File: config.mk
export PLATFORM = sky130hd
export DESIGN_NAME = ext_cache_ctrl
export DESIGN_NICKNAME = d
export VERILOG_FILES = /design/src/rtl/xc_pkg.sv /design/src/rtl/xc_sysclk.sv /design/src/rtl/xc_wr_strobe.sv /design/src/rtl/xc_line_buf.sv /design/src/rtl/ext_cache_ctrl.sv
export SDC_FILE = /design/constraint.sdc
export NUM_CORES = 1
export LEC_CHECK = 0
export ABC_AREA = 1
export ABC_CLOCK_PERIOD_IN_PS = 1900
export BUFFER_PORTS_ARGS = -buffer_cell sky130_fd_sc_hd__buf_2
export CORE_AREA = 2 2 329 331
export DETAILED_ROUTE_END_ITERATION = 6
export DIE_AREA = 0 0 331 333
export PLACE_DENSITY = 0.45
export SLEW_MARGIN = 15
export SYNTH_ARGS = -nofsm -noshare
export SYNTH_HDL_FRONTEND = slang
export SYNTH_SLANG_ARGS = --single-unit
File: constraint.sdc
create_clock -name clk_i -period 1.9 [get_ports clk_i]
set_input_delay 0.19 -clock clk_i [delete_from_list [all_inputs] [get_ports clk_i]]
set_output_delay 0.19 -clock clk_i [all_outputs]
set_load 0.05 [all_outputs]
File: src/rtl/xc_pkg.sv
package xc_pkg;
  typedef enum logic [1:0] {
    REQ_IDLE   = 2'd0,
    REQ_RD_BLK = 2'd1,
    REQ_WR_BLK = 2'd2
  } xreq_e;

  typedef enum logic [2:0] {
    ST_IDLE,
    ST_RD,
    ST_WR,
    ST_XWAIT,
    ST_XACT
  } st_e;
endpackage

File: src/rtl/xc_sysclk.sv
module xc_sysclk #(
  parameter int DIV_W = 4
) (
  input  logic             clk_i,
  input  logic             rst_ni,
  input  logic [DIV_W-1:0] div_i,
  output logic             sys_clk_o,
  output logic             tick_o
);
  logic [DIV_W-1:0] ph_q;

  // tick_o marks the core cycle whose closing edge is a system rising edge
  assign tick_o    = (ph_q >= div_i - DIV_W'(1));
  assign sys_clk_o = (ph_q < (div_i >> 1));

  always_ff @(posedge clk_i or negedge rst_ni) begin
    if (!rst_ni)     ph_q <= '0;
    else if (tick_o) ph_q <= '0;
    else             ph_q <= ph_q + DIV_W'(1);
  end

  p_tick_gap_r6: assert property (@(posedge clk_i) disable iff (!rst_ni)
    (tick_o && div_i >= DIV_W'(2)) |=> !tick_o);
endmodule

File: src/rtl/xc_wr_strobe.sv
module xc_wr_strobe #(
  parameter int CNT_W = 5
) (
  input  logic             active_i,
  input  logic [CNT_W-1:0] cnt_i,
  input  logic [CNT_W-1:0] start_i,
  input  logic [CNT_W-1:0] width_i,
  output logic             we_o
);
  logic [CNT_W:0] end_pos;

  assign end_pos = {1'b0, start_i} + {1'b0, width_i};
  assign we_o    = active_i && (cnt_i >= start_i) && ({1'b0, cnt_i} < end_pos);
endmodule

File: src/rtl/xc_line_buf.sv
module xc_line_buf #(
  parameter int QW_W = 64,
  localparam int PIN_W = 2 * QW_W,
  localparam int LINE_W = 4 * QW_W
) (
  input  logic              clk_i,
  input  logic              rst_ni,
  input  logic              we_i,
  input  logic              wide_i,
  input  logic [1:0]        beat_i,
  input  logic [PIN_W-1:0]  pins_i,
  output logic [LINE_W-1:0] line_o
);
  for (genvar s = 0; s < 4; s++) begin : g_slot
    logic            sel;
    logic [QW_W-1:0] q;

    assign sel = wide_i ? (beat_i == 2'(s / 2)) : (beat_i == 2'(s));

    always_ff @(posedge clk_i or negedge rst_ni) begin
      if (!rst_ni)          q <= '0;
      else if (we_i && sel) q <= wide_i ? pins_i[(s % 2) * QW_W +: QW_W] : pins_i[QW_W-1:0];
    end

    assign line_o[s * QW_W +: QW_W] = q;
  end

  p_beat_range_r5: assert property (@(posedge clk_i) disable iff (!rst_ni)
    (we_i && wide_i) |-> (beat_i < 2'd2));
endmodule

File: src/rtl/ext_cache_ctrl.sv
module ext_cache_ctrl
  import xc_pkg::*;
#(
  parameter int ADDR_W = 34,
  parameter int IDX_W  = 10,
  parameter int QW_W   = 64,
  parameter int CNT_W  = 5,
  parameter int DIV_W  = 4,
  localparam int QA_W   = ADDR_W - 3,
  localparam int LA_W   = ADDR_W - 5,
  localparam int TAG_W  = ADDR_W - 5 - IDX_W,
  localparam int PIN_W  = 2 * QW_W,
  localparam int LINE_W = 4 * QW_W
) (
  input  logic              clk_i,
  input  logic              rst_ni,
  input  logic              cache_present_i,
  input  logic              wide_bus_i,
  input  logic [CNT_W-1:0]  rd_lat_i,
  input  logic [CNT_W-1:0]  wr_total_i,
  input  logic [CNT_W-1:0]  wr_start_i,
  input  logic [CNT_W-1:0]  wr_width_i,
  input  logic [DIV_W-1:0]  sys_div_i,
  input  logic              req_valid_i,
  input  logic              req_write_i,
  input  logic              req_istream_i,
  input  logic [QA_W-1:0]   req_qaddr_i,
  input  logic [QW_W-1:0]   req_wdata_i,
  output logic              done_o,
  output logic [LINE_W-1:0] line_o,
  output logic [IDX_W-1:0]  c_index_o,
  output logic [1:0]        c_qw_o,
  input  logic [TAG_W-1:0]  c_tag_i,
  input  logic              c_valid_i,
  input  logic              c_shared_i,
  input  logic [PIN_W-1:0]  c_data_i,
  output logic              c_we_o,
  output logic              c_dirty_o,
  output logic [PIN_W-1:0]  c_wdata_o,
  output logic              sys_clk_o,
  output logic [1:0]        sys_req_o,
  output logic [LA_W-1:0]   sys_addr_o,
  output logic [1:0]        sys_qw_o,
  output logic              sys_istream_o,
  input  logic              sys_rd_ack_i,
  input  logic              sys_done_ack_i,
  input  logic [PIN_W-1:0]  sys_data_i
);
  st_e              st_q;
  xreq_e            xreq_q;
  logic [CNT_W-1:0] cnt_q;
  logic [1:0]       beat_q;
  logic             op_wr_q, op_ist_q, done_q;
  logic [QA_W-1:0]  op_qa_q;
  logic [QW_W-1:0]  op_wd_q;

  logic       sys_tick, tag_hit, local_ok, rd_last, wr_last, last_beat;
  logic [1:0] beat_qw;
  logic       lb_we;
  logic [PIN_W-1:0] lb_pins;

  xc_sysclk #(.DIV_W(DIV_W)) u_sysclk (
    .clk_i, .rst_ni, .div_i(sys_div_i), .sys_clk_o, .tick_o(sys_tick)
  );

  // quadword address fields: [1:0] quadword, then index, then tag
  assign c_index_o = op_qa_q[IDX_W+1:2];
  assign beat_qw   = wide_bus_i ? {beat_q[0], 1'b0} : beat_q;
  assign c_qw_o    = op_wr_q ? op_qa_q[1:0] : beat_qw;
  assign tag_hit   = c_valid_i && (c_tag_i == op_qa_q[QA_W-1:IDX_W+2]);
  assign local_ok  = op_wr_q ? (tag_hit && !c_shared_i) : tag_hit;
  assign rd_last   = (cnt_q == rd_lat_i - CNT_W'(1));
  assign wr_last   = (cnt_q == wr_total_i - CNT_W'(1));
  assign last_beat = (beat_q == (wide_bus_i ? 2'd1 : 2'd3));

  xc_wr_strobe #(.CNT_W(CNT_W)) u_strobe (
    .active_i(st_q == ST_WR), .cnt_i(cnt_q),
    .start_i(wr_start_i), .width_i(wr_width_i), .we_o(c_we_o)
  );

  assign c_dirty_o = (st_q == ST_WR);
  assign c_wdata_o = {op_wd_q, op_wd_q};

  assign lb_we = ((st_q == ST_RD) && rd_last && !op_wr_q && ((beat_q != 2'd0) || local_ok))
              || ((st_q == ST_XACT) && sys_tick && sys_rd_ack_i && !op_wr_q);
  assign lb_pins = (st_q == ST_XACT) ? sys_data_i : c_data_i;

  xc_line_buf #(.QW_W(QW_W)) u_line (
    .clk_i, .rst_ni, .we_i(lb_we), .wide_i(wide_bus_i),
    .beat_i(beat_q), .pins_i(lb_pins), .line_o
  );

  always_ff @(posedge clk_i or negedge rst_ni) begin
    if (!rst_ni) begin
      st_q     <= ST_IDLE;
      xreq_q   <= REQ_IDLE;
      cnt_q    <= '0;
      beat_q   <= '0;
      op_wr_q  <= 1'b0;
      op_ist_q <= 1'b0;
      op_qa_q  <= '0;
      op_wd_q  <= '0;
      done_q   <= 1'b0;
    end else begin
      done_q <= 1'b0;
      unique case (st_q)
        ST_IDLE: if (req_valid_i) begin
          op_wr_q  <= req_write_i;
          op_ist_q <= req_istream_i;
          op_qa_q  <= req_qaddr_i;
          op_wd_q  <= req_wdata_i;
          cnt_q    <= '0;
          beat_q   <= '0;
          st_q     <= cache_present_i ? ST_RD : ST_XWAIT;
        end
        ST_RD: if (rd_last) begin
          cnt_q <= '0;
          if (beat_q == 2'd0 && !local_ok) st_q <= ST_XWAIT;
          else if (op_wr_q)                st_q <= ST_WR;
          else if (last_beat) begin
            done_q <= 1'b1;
            st_q   <= ST_IDLE;
          end else beat_q <= beat_q + 2'd1;
        end else cnt_q <= cnt_q + CNT_W'(1);
        ST_WR: if (wr_last) begin
          cnt_q  <= '0;
          done_q <= 1'b1;
          st_q   <= ST_IDLE;
        end else cnt_q <= cnt_q + CNT_W'(1);
        ST_XWAIT: if (sys_tick) begin
          xreq_q <= op_wr_q ? REQ_WR_BLK : REQ_RD_BLK;
          beat_q <= '0;
          st_q   <= ST_XACT;
        end
        ST_XACT: if (sys_tick) begin
          if (sys_rd_ack_i && !op_wr_q && !last_beat) beat_q <= beat_q + 2'd1;
          if (sys_done_ack_i) begin
            xreq_q <= REQ_IDLE;
            done_q <= 1'b1;
            st_q   <= ST_IDLE;
          end
        end
        default: st_q <= ST_IDLE;
      endcase
    end
  end

  assign done_o        = done_q;
  assign sys_req_o     = xreq_q;
  assign sys_addr_o    = op_qa_q[QA_W-1:2];
  assign sys_qw_o      = op_qa_q[1:0];
  assign sys_istream_o = op_ist_q;

  p_req_on_sys_edge_r6: assert property (@(posedge clk_i) disable iff (!rst_ni)
    !$stable(sys_req_o) |-> $rose(sys_clk_o));
  p_addr_hold_r2: assert property (@(posedge clk_i) disable iff (!rst_ni)
    (st_q == ST_RD && cnt_q != '0) |-> ($stable(c_index_o) && $stable(c_qw_o)));
  p_no_strobe_nocache_r9: assert property (@(posedge clk_i) disable iff (!rst_ni)
    c_we_o |-> cache_present_i);
  p_done_req_idle_r7: assert property (@(posedge clk_i) disable iff (!rst_ni)
    done_o |-> (sys_req_o == 2'd0));
  p_strobe_data_r3: assert property (@(posedge clk_i) disable iff (!rst_ni)
    (c_we_o && $past(c_we_o)) |-> ($stable(c_wdata_o) && $stable(c_qw_o)));
endmodule

==> summary.txt, run 1 <==
Synthesis
  • Post-Synthesis Cells: 2223
  • Ys Warns: 0
  • Register area share after synthesis: 49.2%
  • Ys flop type: dfrtp_1
  • Post-synth EDFFs: 0
  • Post-synth top area cell: dfrtp_1
  • Ys async rst share: 100%
  • Mapped cell area: 18800 sq um
  • Total nets after synthesis: 2658
  • Avg Inst Size Synth: 8.46 sq um
  • Synth unique cells: 41
  • Yosys reg bits: 370
  • Yosys top cell area share: 49.2%
  • Top post-synthesis cells by area: dfrtp_1, nand2_1, nand3_1

Critical path
  • Critical path launch point type: flop
  • Crit path max-delay family: flip-flops
  • Critical path peak fanout: 2
  • CP max stage cell: dfrtp_1
  • CP bufs+invs: 3
  • Cell chain of the critical path: buf_6, buf_6, ha_4, a21oi_2, o211ai_1, a21oi_1, nor3_2, nor2_4, buf_6
  • CP peak stage delay: 0.42 ns
  • Data arrival time of the critical path: 2.24 ns
  • Crit end category: output port
  • CP most frequent cell: buf_6
  • Req. time, crit path: 1.71 ns
  • CP Class: flop to output port

Global routing
  • Vias in the first global route: 19.8k
  • First-pass GRT wire length: 144000 um
  • Antenna violations before repair: 34
  • All-layer global routing usage: 18.0%
  • Grt ovf: 0
  • Pin count of the biggest net entering global routing: 63

Power
  • Pwr Total: 51.1 mW
  • Sw power: 26.9 mW
  • Pint: 24.2 mW
  • VDD IR max: 0.00157 V
  • P_leak: 17.3 nW
  • Sw frac: 52.6%
  • Comb power frac: 56.7%
  • PwrDens: 1520 nW/um^2
  • Clk network pwr share: 18.6%
  • Sequential share of power: 24.7%

Placed design
  • Placer's final routability congestion estimate: 0.879
  • Cell total after placement: 4524
  • Port bufs: 838
  • Setup WS pre-CTS: -0.574 ns
  • Hpwl dp: 77500 um

Timing
  • Slew margin rel.: 59.1%
  • Post-layout minimum cycle time: 2.43 ns
  • Hold Fails Final Rpt: 0
  • Least-Margin Pin Slew: 0.613 ns
  • RSZ-0062 raised after global routing: yes
  • Max Clk Rate: 0.411 GHz
  • Tcrit/Tclk final: 128%
  • Max Slew Vio Count: 0
  • Setup Viol. Count Final: 261
  • Layout Skew: 0.0274 ns
  • Final worst setup slack: -0.532 ns

Die
  • Initial core utilization: 17.6%
  • Site Rows: 120
  • Core ar.: 107000 sq um
  • Die Width: 331 um
  • IO Count: 839
  • DIE HEIGHT: 333 um
  • DIE AREA: 110000 sq um

Clock tree
  • Clk sinks: 370
  • CTS tree: done
  • Clk_lat worst skew: 0.64 ns
  • Max Root-Sink Buffers: 3
  • CTS buffer count: 49
  • Clock slew seen by the registers of the worst setup and hold paths: 0.06 ns
  • Root Buffer: clkbuf_16
  • CTS H-tree depth: 2

Detailed routing
  • Vias per cell: 4.20
  • 1st-iter DRT viols: 1065
  • Drt wl/cell: 22.8 um
  • Drt total wl: 110000 um
  • Final ANT Viol Nets: 0
  • Drt pass-1 iters: 5
  • Vias: 20.3k
  • # DRC: 0

Status
  • Failing checks: negative setup slack
  • Run status: finished, violations left

Cells and area
  • Commonest non-fill, non-tap cell in the layout: buf_2
  • Non-Filler Instances: 4836
  • Commonest non-fill, non-tap cells in the layout: buf_2, nand2_1, dfrtp_1, nand3_2, buf_4
  • Nets: 3817
  • Area delta synth->final: 78.8%
  • Share of layout cells above drive strength 1: 58.3%

Run
  • Max-cap violations: 0

Hold path
  • Min-Delay Path Class: input port to flop
kinds of logic after synthesis:
family,share of synthesized area [%]
flip-flops,49.2
AO/OA/AOI/OAI,6.87
XOR/XNOR,0.838
multiplexers,5.03
buffers and inverters,10.0
AND/OR/NAND/NOR,26.0
adder cells (fa/ha/maj),2.04
layout make-up:
type | count | area (sq um)
antenna | 15 | 37.5
clock buffer | 72 | 1460
clock inverter | 15 | 138
fill | 11300 | 73000
inverter | 143 | 562
multi-input combinational | 1506 | 10400
sequential | 370 | 9260
tap | 1403 | 1760
timing repair buffer | 1312 | 9980
synthesized netlist by cell type (2+ instances only):
cell type and number:
buf_2 46, a31oi_1 2, inv_1 137, buf_4 75, o31ai_1 2, o22ai_1 64, xor2_1 10, or2_1 3
buf_12 2, clkbuf_1 60, nand3_2 10, nand2_4 4, or2_0 8, o21ai_0 121, o21bai_1 2, or2_2 56
o211ai_1 2, a21oi_1 22, nand3_1 268, nand4_1 3, mux2_2 84, inv_2 5, xnor2_1 8, ha_1 29
buf_6 24, o21ai_1 19, nand2_1 639, nor2_1 134, nor3_1 3, dfrtp_1 370
power by group through the flow:
| stage | Combinational [mW] | Clock, mW | Sequential (mW) |
|---|---|---|---|
| 3_3_place_gp | 27.4 | 0 | 12.3 |
| 4_1_cts | 28.1 | 9.79 | 12.3 |
| 3_5_place_dp | 27.4 | 0 | 12.3 |
| 6_report | 29.0 | 9.51 | 12.6 |
| 5_1_grt | 30.5 | 10.1 | 12.9 |
| 2_1_floorplan | 10.8 | 0 | 20.3 |
state kept, by name, summed over array words and instances, names as in the netlist:
name,count
done_o,1
sys_req_o,2
sys_istream_o,1
op_wr_q,1
op_qa_q,31
u_line.g_slot.q,256
cnt_q,5
beat_q,2
u_sysclk.ph_q,4
st_q,3
op_wd_q,64
per-layer routing:
metal	part of all wire (%)	track usage [%]	up-vias
li1	-	-	9518
met1	42	22.6	9877
met2	48	30.7	747
met3	6.8	4.39	142
met4	2.5	4.79	20
met5	0.10	0	-
worst min-delay path, delay by kind of cell:
kind	cells	cell delay [ns]
AOI/OAI and AO/OA	1	0.13
and+or+nand+nor	3	0.22
buffers and inverters	1	0.10
repair_timing:
action                                  CTS  global route
endpoints found under the setup margin  267           274
cloned                                   20            37
hold endpoints to repair                367             0
gates resized for setup                  98           461
setup buffers                            34            28
hold buffers                            109             0
pin swaps                                26           163
per-stage QoR:
| step | cell area [sq um] | hold WS, ns | utilization, % | TNS, ns |
|---|---|---|---|---|
| final | 33600 | 0.0545 | 31.5 | -82.57 |
| after global routing | 33600 | 0.0343 | 31.5 | -122.37 |
| after CTS | 31300 | 0.000880 | 29.4 | -153.01 |
| after detailed placement | 27300 | 0.146 | 25.7 | -137.61 |
| after global placement | 27300 | 0.148 | 25.7 | -133.23 |
| after floorplan | 20300 | -0.106 | - | -25.99 |
path summary, 6_finish.rpt:
| check | from | endpoint | slack (ns) | cells after the start |
|---|---|---|---|---|
| min reg2reg | u_line.g_slot[3].q[27] | u_line.g_slot[3].q[27] | 0.47 | 2 |
| max | cnt_q[1] | c_we_o | -0.53 | 9 |
| max reg2reg | cnt_q[0] | u_line.g_slot[2].q[10] | -0.40 | 16 |
| min in group asynchronous | rst_ni | u_line.g_slot[2].q[35] | 0.08 | 2 |
| max in group asynchronous | rst_ni | u_line.g_slot[2].q[11] | 1.02 | 4 |
| min | sys_data_i[84] | u_line.g_slot[1].q[20] | 0.05 | 5 |
(Power assumes the default switching activity.)
==> run 2, diff against run 1 <==
--- a/config.mk
+++ b/config.mk
@@ -16,3 +16,4 @@
 export SYNTH_ARGS = -nofsm -noshare
 export SYNTH_HDL_FRONTEND = slang
 export SYNTH_SLANG_ARGS = --single-unit
+export TNS_END_PERCENT = 10
==> run 2 against run 1 <==
- the run still ends with negative setup slack left
- largest cell class is now flip-flops and latches
- total power is 4.6% lower
- global-route usage is 2.0 points lower
- wire length is 16% lower
- critical path type unchanged
- clock-buffer cell count is 4 lower
- non-clock buffer count is 54 lower
- clock power is 2% lower
- register-to-register slack worse by 0.07 ns
- critical endpoint unchanged
- flip-flop and latch count stayed put
- worst setup slack worse by 0.049 ns
- sequential share of layout area is 2.4 points higher
==> summary.txt, run 2 (synthesis gave the netlist of run 1 again) <==
Global routing
  • First-pass GRT wire length: 131000 um (-8.9%)
  • Grt ovf: 0 (unchanged)
  • Vias in the first global route: 19.3k (-2.3%)
  • Antenna violations before repair: 7 (-79%)
  • All-layer global routing usage: 16.0% (-2.0 points)
  • Pin count of the biggest net entering global routing: 86 (+37%)

Detailed routing
  • Vias: 19.6k (-3.6%)
  • # DRC: 0 (unchanged)
  • Drt wl/cell: 19.4 um (-15%)
  • Final ANT Viol Nets: 0 (unchanged)
  • 1st-iter DRT viols: 1169 (+9.8%)
  • Vias per cell: 4.11 (-2.1%)
  • Drt total wl: 92400 um (-16%)
  • Drt pass-1 iters: 7 (+2)

Critical path
  • Critical path peak fanout: 6 (+4)
  • Req. time, crit path: 1.71 ns (about the same)
  • CP bufs+invs: 2 (-1)
  • Data arrival time of the critical path: 2.29 ns (+0.05 ns)
  • Crit path max-delay family: flip-flops
  • CP max stage cell: dfrtp_1
  • Critical path launch point type: flop
  • CP peak stage delay: 0.42 ns (about the same)
  • CP Class: flop to output port
  • Register-to-Register Setup Slack: -0.47 ns (-0.07 ns)
  • Cell chain of the critical path: buf_4, ha_1, nand2_1, o211ai_1, a21oi_1, nor3_1, nor2_4, buf_8
  • Crit end category: output port

Die
  • DIE HEIGHT: 333 um (unchanged)
  • IO Count: 839 (unchanged)
  • DIE AREA: 110000 sq um (unchanged)
  • Site Rows: 120 (unchanged)
  • Initial core utilization: 17.6% (unchanged)
  • Die Width: 331 um (unchanged)
  • Core ar.: 107000 sq um (unchanged)

Timing
  • Tcrit/Tclk final: 131% (+2.6 points)
  • Post-layout minimum cycle time: 2.48 ns (+0.0488 ns)
  • Hold Fails Final Rpt: 0 (unchanged)
  • Setup Viol. Count Final: 260 (-0.38%)
  • WHS: 0.0429 ns (-0.0115 ns)
  • RSZ-0062 raised after global routing: yes
  • Least-Margin Pin Slew: 0.617 ns (+0.00422 ns)
  • Layout Skew: 0.0123 ns (-0.0151 ns)
  • Max Slew Vio Count: 0 (unchanged)
  • Sum Neg Setup Slack: -97.63 ns (-15.07 ns)
  • Slew margin rel.: 58.4% (-0.72 points)
  • Max Clk Rate: 0.403 GHz (-2.0%)
  • Final worst setup slack: -0.581 ns (-0.0488 ns)

Placed design
  • Placer's final routability congestion estimate: 0.864 (-1.6%)
  • Port bufs: 838 (unchanged)
  • Setup WS pre-CTS: -0.619 ns (-0.0445 ns)
  • Hpwl dp: 66400 um (-14%)

Cells and area
  • Top flop regs: u_line.g_slot.q: 256 flops, op_wd_q: 64 flops, op_qa_q: 31 flops
  • Register area: 9260 sq um (about the same)
  • Max FFs per register: 256 (unchanged)
  • Commonest non-fill, non-tap cells in the layout: buf_2, nand2_1, dfrtp_1, nand3_1, buf_4
  • Multi-input gate area: 8590 sq um (-18%)
  • Largest register by flop count: u_line.g_slot.q
  • Nets: 3758 (-1.5%)
  • Area delta synth->final: 64.2%
  • Filler instances: 11.5k (+1.8%)
  • Commonest non-fill, non-tap cell in the layout: buf_2
  • Share of layout cells above drive strength 1: 48.3% (-9.9 points)

Run
  • Max-cap violations: 0 (unchanged)

Power
  • Pwr Total: 48.8 mW (-4.6%)
  • PwrDens: 1580 nW/um^2 (+3.9%)
  • P_leak: 16.7 nW (-3.1%)
  • VDD IR max: 0.00173 V (+11%)

Clock tree
  • Clk_lat worst skew: 0.60 ns (-0.04 ns)
  • CTS tree: done
  • Clock slew seen by the registers of the worst setup and hold paths: 0.06 ns (about the same)
  • Root Buffer: clkbuf_16
  • Clk sinks: 370 (unchanged)
  • CTS H-tree depth: 2 (unchanged)
  • Max Root-Sink Buffers: 3 (unchanged)
  • CTS buffer count: 47 (-4.1%)

Status
  • Failing checks: negative setup slack
  • Run status: finished, violations left

Hold path
  • Min-Delay Path Class: input port to flop
[run 2: cell count changes in the layout (fill, tap and decap cells not counted), moves of 12 or more]
cell / delta
nand2_2: -39
nand2_4: -76
nand3_1: +196
nand3_2: -187
buf_4: -14
clkbuf_16: -25
nand2_1: +116
diode_2: -12
[run 2: path summary, 6_finish.rpt]
| check | startpoint | end | cells past startpoint |
|---|---|---|---|
| worst max-delay path | cnt_q[2] | c_we_o | 8 |
| worst max register to register | u_sysclk.ph_q[1] | u_line.g_slot[0].q[42] | 17 |
| worst min-delay path | sys_data_i[51] | u_line.g_slot[2].q[51] | 5 |
| min in group asynchronous | rst_ni | op_wd_q[47] | 2 |
| worst min register to register | u_line.g_slot[3].q[35] | u_line.g_slot[3].q[35] | 2 |
| max in group asynchronous | rst_ni | op_qa_q[27] | 3 |
[run 2: power breakdown]
group          total (mW)  internal, mW  switching, mW
registers            12.4          10.4           1.95
logic                27.1          7.40           19.7
clock network        9.35          5.54           3.81
total                48.8          23.3           25.5
[run 2: layer usage]
layer	vias to the layer above	global-route usage [%]	share of wire, %
met4	2	4.80	2.8
met2	606	26.5	48
met1	9497	20.6	43
met3	122	3.66	6.5
met5	-	0	0.011
li1	9355	-	-
[run 2: final cells by class]
cell class,instances,area share [%]
Sequential cell,370,30.0
Timing Repair Buffer,1258,29.5
Multi-Input combinational cell,1503,27.8
Tap cell,1403,5.68
Clock buffer,68,4.42
Inverter,143,1.81
Clock inverter,18,0.701
Antenna cell,3,0.0243
[run 2: repair_timing]
action / 4_1_cts / 5_1_grt
gates cloned: 30 / 4
hold buffers: 101 / 0
setup buffers: 25 / 10
resized for setup: 152 / 161
pin swaps: 44 / 33
endpoints found under the setup margin: 265 / 272
endpoints found under the hold margin: 423 / 0
[run 2: worst min-delay path: stages]
cell and delay (ns):
buf_2 0.08, o21ai_1 0.10, inv_1 0.09, nand3_1 0.09, nand2_1 0.06
[run 2: metrics by stage]
| stage | util (%) | cell area (sq um) | instances |
|---|---|---|---|
| floorplan | - | 19000 | 2223 |
| global placement | 24.5 | 26100 | 4511 |
| detailed placement | 24.5 | 26100 | 4511 |
| CTS | 28.4 | 30300 | 4753 |
| global route | 29.0 | 30900 | 4766 |
| finish | 29.0 | 30900 | 4766 |
